<file path="config.mk">
export PLATFORM = sky130hd
export DESIGN_NAME = xlate_fault_seq
export DESIGN_NICKNAME = d
export VERILOG_FILES = /design/src/rtl/xlate_fault_seq.sv
export SDC_FILE = /design/constraint.sdc
export NUM_CORES = 1
export LEC_CHECK = 0
export CAP_MARGIN = 20
export CORE_AREA = 5 5 303 305
export DETAILED_ROUTE_END_ITERATION = 10
export DIE_AREA = 0 0 308 310
export PLACE_DENSITY = 0.42
export REMOVE_ABC_BUFFERS = 1
export SLEW_MARGIN = 30
export SYNTH_ARGS = -nofsm -noshare
export SYNTH_HDL_FRONTEND = slang
export SYNTH_SLANG_ARGS = --single-unit
</file>
<file path="constraint.sdc">
create_clock -name clk -period 5.9 [get_ports clk]
set_clock_uncertainty 0.05 [all_clocks]
set_input_delay 1.475 -clock clk [delete_from_list [all_inputs] [get_ports clk]]
set_output_delay 1.475 -clock clk [all_outputs]
set_load 0.005 [all_outputs]
</file>
<file path="src/rtl/xlate_fault_seq.sv">
module xlate_fault_seq (
  input  logic         clk,
  input  logic         rst_n,
  input  logic         req_valid,
  input  logic [1:0]   req_kind,
  input  logic [31:0]  req_ea,
  input  logic         inst_xlate_on,
  input  logic         data_xlate_on,
  input  logic         user_mode,
  input  logic [511:0] seg_file,
  output logic         ready,
  output logic         blk_req,
  output logic [31:0]  sub_ea,
  output logic         sub_fetch,
  output logic         sub_user,
  input  logic         blk_rsp_valid,
  input  logic         blk_hit,
  input  logic [31:0]  blk_ra,
  input  logic [2:0]   blk_perm,
  output logic         walk_req,
  output logic [31:0]  walk_seg,
  output logic         walk_key,
  input  logic         walk_rsp_valid,
  input  logic         walk_hit,
  input  logic [31:0]  walk_ra,
  input  logic [2:0]   walk_perm,
  output logic         done_ok,
  output logic         done_fault,
  output logic [31:0]  res_ra,
  output logic [2:0]   res_perm,
  output logic         exc_data,
  output logic [31:0]  syndrome,
  output logic [31:0]  fault_addr
);
  localparam logic [31:0] C_NX   = 32'h1000_0000;
  localparam logic [31:0] C_MISS = 32'h4000_0000;
  localparam logic [31:0] C_PROT = 32'h0800_0000;
  localparam logic [31:0] C_DS   = 32'h0400_0000;
  localparam logic [31:0] C_WR   = 32'h0200_0000;
  localparam logic [8:0]  IO_ID  = 9'h07F;

  typedef enum logic [1:0] {S_IDLE, S_BLK, S_WALK} st_t;
  st_t st;

  logic [1:0]  kind_q;
  logic [31:0] ea_q, seg_q;
  logic        user_q;

  logic        is_fetch, is_write, real_now;
  logic [2:0]  need;
  logic        ev_ok, ev_fault, ev_walk;
  logic [31:0] ev_ra, ev_code;
  logic [2:0]  ev_perm;

  assign is_fetch  = (kind_q == 2'b10);
  assign is_write  = (kind_q == 2'b01);
  assign need      = is_fetch ? 3'b100 : (is_write ? 3'b010 : 3'b001);
  assign real_now  = (req_kind == 2'b10) ? !inst_xlate_on : !data_xlate_on;
  assign ready     = (st == S_IDLE);
  assign sub_ea    = ea_q;
  assign sub_fetch = is_fetch;
  assign sub_user  = user_q;
  assign walk_seg  = seg_q;
  assign walk_key  = user_q ? seg_q[29] : seg_q[30];

  always_comb begin
    ev_ok    = 1'b0;
    ev_fault = 1'b0;
    ev_walk  = 1'b0;
    ev_ra    = ea_q;
    ev_perm  = 3'b111;
    ev_code  = '0;
    if (st == S_BLK && blk_rsp_valid) begin
      if (blk_hit) begin
        if ((need & ~blk_perm) == 3'b000) begin
          ev_ok = 1'b1; ev_ra = blk_ra; ev_perm = blk_perm;
        end else begin
          ev_fault = 1'b1; ev_code = C_PROT;
        end
      end else if (seg_q[31]) begin
        if (seg_q[28:20] == IO_ID) begin
          ev_ok = 1'b1; ev_ra = {seg_q[3:0], ea_q[27:0]};
        end else begin
          ev_fault = 1'b1; ev_code = is_fetch ? C_NX : C_DS;
        end
      end else if (is_fetch && seg_q[28]) begin
        ev_fault = 1'b1; ev_code = C_NX;
      end else begin
        ev_walk = 1'b1;
      end
    end else if (st == S_WALK && walk_rsp_valid) begin
      if (!walk_hit) begin
        ev_fault = 1'b1; ev_code = C_MISS;
      end else if ((need & ~walk_perm) != 3'b000) begin
        ev_fault = 1'b1; ev_code = C_PROT;
      end else begin
        ev_ok = 1'b1; ev_ra = walk_ra; ev_perm = walk_perm;
      end
    end
  end

  always_ff @(posedge clk or negedge rst_n) begin
    if (!rst_n) begin
      st         <= S_IDLE;
      kind_q     <= '0;
      ea_q       <= '0;
      seg_q      <= '0;
      user_q     <= 1'b0;
      blk_req    <= 1'b0;
      walk_req   <= 1'b0;
      done_ok    <= 1'b0;
      done_fault <= 1'b0;
      res_ra     <= '0;
      res_perm   <= '0;
      exc_data   <= 1'b0;
      syndrome   <= '0;
      fault_addr <= '0;
    end else begin
      blk_req    <= 1'b0;
      walk_req   <= 1'b0;
      done_ok    <= 1'b0;
      done_fault <= 1'b0;
      case (st)
        S_IDLE: if (req_valid) begin
          kind_q <= req_kind;
          ea_q   <= req_ea;
          user_q <= user_mode;
          seg_q  <= seg_file[{req_ea[31:28], 5'b0} +: 32];
          if (real_now) begin
            done_ok  <= 1'b1;
            res_ra   <= req_ea;
            res_perm <= 3'b111;
          end else begin
            blk_req <= 1'b1;
            st      <= S_BLK;
          end
        end
        default: begin
          if (ev_walk) begin
            walk_req <= 1'b1;
            st       <= S_WALK;
          end
          if (ev_ok) begin
            done_ok  <= 1'b1;
            res_ra   <= ev_ra;
            res_perm <= ev_perm;
            st       <= S_IDLE;
          end
          if (ev_fault) begin
            done_fault <= 1'b1;
            exc_data   <= !is_fetch;
            syndrome   <= is_fetch ? ev_code : (ev_code | (is_write ? C_WR : 32'h0));
            if (!is_fetch) fault_addr <= ea_q;
            st         <= S_IDLE;
          end
        end
      endcase
    end
  end
endmodule


</file>
==> impl_results.md <==
* Initial antenna violation count at a little over 40
* DRT antenna net count at 0
* Bufs and invs on worst path at 2
* HP Class: flip-flop to flip-flop
* Commonest non-fill, non-tap cell in the layout: clkdlybuf4s50_1
* Pwr/cell area at about 330 nW/um^2
* Final period utilization at 63.12%
* I/O pin cnt at 798
* Share of cells above drive strength 1 at approximately a fifth
* Main combinational cell family by area after synthesis: multiplexers
* Mux contribution to synthesized area at a little over 40%
* Max_cap viols at 0
* YS warnings at 0
* Crit start category: input pin
* CTS tree: yes
* Port bufs at 770
* Vias at approximately 11000
* Total clock buffers created by CTS at 17
* Critical path's top delay family: buffers and inverters
* Relative slew slack at 39.20%
* Async set or reset register ratio after synthesis at 100.0%
* DR WL/cell at about 28 um
* Global Route met1 Usage at between 10% and 20%
* EDFF count, synth at 0
* WL final at ~76 mm
* Worst Hold Path EP: res_ra[10]$_DFFE_PN0P_
* DR iter-0 viols at 554
* # hold bufs at CTS at 0
* Mapped Cells at roughly 840
* Status: finished clean
* Final Hold Vio Count at 0
* Cell Area, Synth at between 10000 and 15000 um^2
* FF-to-FF Start: kind_q[0]$_DFFE_PN0P_
* CTS clk-pin slew, worst paths at 0.07 ns
* Die area at between 90000 and 100000 um^2
* Xor/xnor share of the synthesized area at 0%
* Most frequent cells in the layout: clkdlybuf4s50_1 (765), dfrtp_1 (146), mux4_2 (128)
* RSZ-0062 raised after global routing: false
* Crit-path max cell delay at roughly 0.63 ns
* Synth Area in Adders at less than 1%
* Maximum buffer depth of the clock tree at 2
* Vias in the first global route at 11959
* Grt ovf at 0
* Compound-gate portion of the synthesized area at 12.42%
* Initial core utilization at 12.16%
* Post-synth top flop: dfrtp_1
* FF-to-FF setup slack at between 2 and 3 ns
* Seq cells post-synth at around 150
* Root buf cell: clkbuf_16
* CP Capture Type: flip-flop
* Peak VDD IR at between 0.2 and 0.25 mV
* Simple-gate share of the synthesized area at 6.599%
* Chip Height at ~310 um
* Fill cell count at between 9000 and 10000
* Global-route wire length before repair at a little over 100 mm
* Worst-path fanout max at 33
* DRC Markers at 0
* Die width at between 300 and 400 um
* Worst hold stages at 2
* Post-synth cell types at between 50 and 60
* Via density at 3.998
* Slowest CP cell: clkdlybuf4s50_1
* Area of the multi-input gates at ~6600 um^2
* CP cell instances: clkdlybuf4s50_1, nand4b_1, a31oi_1, a311oi_4, nor2_4, buf_4, mux2_2
* Hold_sp: res_ra[10]$_DFFE_PN0P_
* Met2 Use GR at 26.77%
* Postcts setup bufs at 0
* H-tree levels at 4
* Final GP Congestion at roughly 0.85
* Placed wire-length estimate at roughly 64 mm
* Levels on crit path at 7
* Final setup violating endpoints at 0
* FP Rows at 110
* Top achievable clock speed at around 270 MHz
* Core ar. at 89050 um^2
* Layout area overhead at 87.57%
* Leakage at 7.428 nW
* # clock sinks at around 150
* RR Endpoint: res_ra[24]$_DFFE_PN0P_
* Slew @ Worst Pin at ~0.91 ns
* Post-layout net count at between 2000 and 2500
* GRT met3 Usage at under 10%
* Pins Over Slew Limit at 0
* Final Util at about 23%
* CP Class: input pin to flip-flop
* Clk Latency, worst-skew pair at 0.47 ns
* Top Usage Layer GRT: met2
* Post_cts resized at 0
* Critical Path AT at around 4.0 ns
* Mean post-synth cell area at 12.95 um^2
* Largest net degree at the start of global routing at 88
* GR Util All Layers at 15.25%
* Drt pass-1 iters at 5
* Post-synthesis sequential area ratio at approximately a third
* Setup total negative slack at 0 ns
* Critical path data required time at roughly 6.2 ns
* Post-layout min period at between 3 and 4 ns
* Storage cell area at 3654 um^2
* Reg2reg path depth at 7
[worst reg2reg max path, cell delays in order, from the launching register on]
cell      delay, ns
dfrtp_1        0.38
inv_1          0.09
ha_1           0.45
nand2b_1       0.19
and4_2         0.54
nor2_4         0.83
a211oi_1       0.20
o21ai_0        0.22
[registers in the layout (all words and copies together), names as in the netlist]
name and flops:
done_ok 1, done_fault 1, kind_q 2, walk_seg 32, sub_ea 32, res_perm 3
blk_req 1, sub_user 1, res_ra 32, st 2, exc_data 1, syndrome 5
walk_req 1, fault_addr 32
[synth_stat cells, drive strengths merged (6+ instances only)]
cell type | count | area share (%)
mux2i | 32 | 3.0
buf | 70 | 4.4
clkbuf | 41 | 1.4
nand2 | 36 | 1.2
a211oi | 28 | 1.9
nand2b | 11 | 0.64
a22o | 29 | 2.3
mux2 | 99 | 11
inv | 6 | 0.25
nand3 | 7 | 0.32
mux4 | 128 | 27
o21ai | 61 | 2.8
nor2 | 12 | 0.55
a221o | 36 | 3.3
nor3 | 32 | 1.5
dfrtp | 146 | 34
[worst max-delay path by stage]
stage	from	endpoint	slack (ns)
floorplan	req_valid	walk_seg[0]$_DFFE_PN0P_	0.58
global placement	req_valid	res_ra[24]$_DFFE_PN0P_	1.50
detailed placement	req_valid	res_ra[24]$_DFFE_PN0P_	1.51
CTS	req_valid	res_ra[24]$_DFFE_PN0P_	2.04
global route	req_valid	res_ra[24]$_DFFE_PN0P_	1.91
finish	blk_hit	fault_addr[2]$_DFFE_PN0P_	2.18
[metrics by stage]
step	instance area, um^2	power [mW]	cells	setup slack (ns)	hold slack (ns)
final	20310	6.670	2761	2.176	0.4361
after detailed placement	19690	5.663	2718	1.511	0.4281
after CTS	20250	6.842	2750	2.037	0.4446
after floorplan	10300	3.225	751	0.5755	0.4233
after global placement	19690	5.635	2718	1.505	0.4145
after global routing	20290	7.119	2755	1.906	0.4687
[power by group]
| group | switching (mW) | internal, mW | leakage [nW] |
|---|---|---|---|
| clock | 0.546 | 0.566 | 0.277 |
| sequential | 0.503 | 1.50 | 1.77 |
| combinational | 1.50 | 2.06 | 5.38 |
[cell type report]
class / count / share of cell area [%]
repair buffers: 792 / 39.02
multi-input cells: 598 / 32.69
flip-flops and latches: 146 / 17.99
well taps: 1176 / 7.246
clock buffers: 19 / 2.181
clock inverters: 13 / 0.5915
inverters: 7 / 0.1540
diodes: 10 / 0.1232
[routing by layer]
layer	up-vias	routed length, um	share of wire (%)
met1	5559	29690	39
met5	-	162	0.21
li1	4807	-	-
met3	78	6890	9.0
met2	569	38670	51
met4	26	1018	1.3
[cell families (layout without fill, tap and decap cells)]
kind of cell	after synthesis	after routing
other cells	1	37
mux	259	259
simple gates	130	130
compound gates	180	180
flops	146	146
buf+inv	118	831
fa+ha+maj	2	2
No activity file was read; power rests on OpenSTA's default activity.
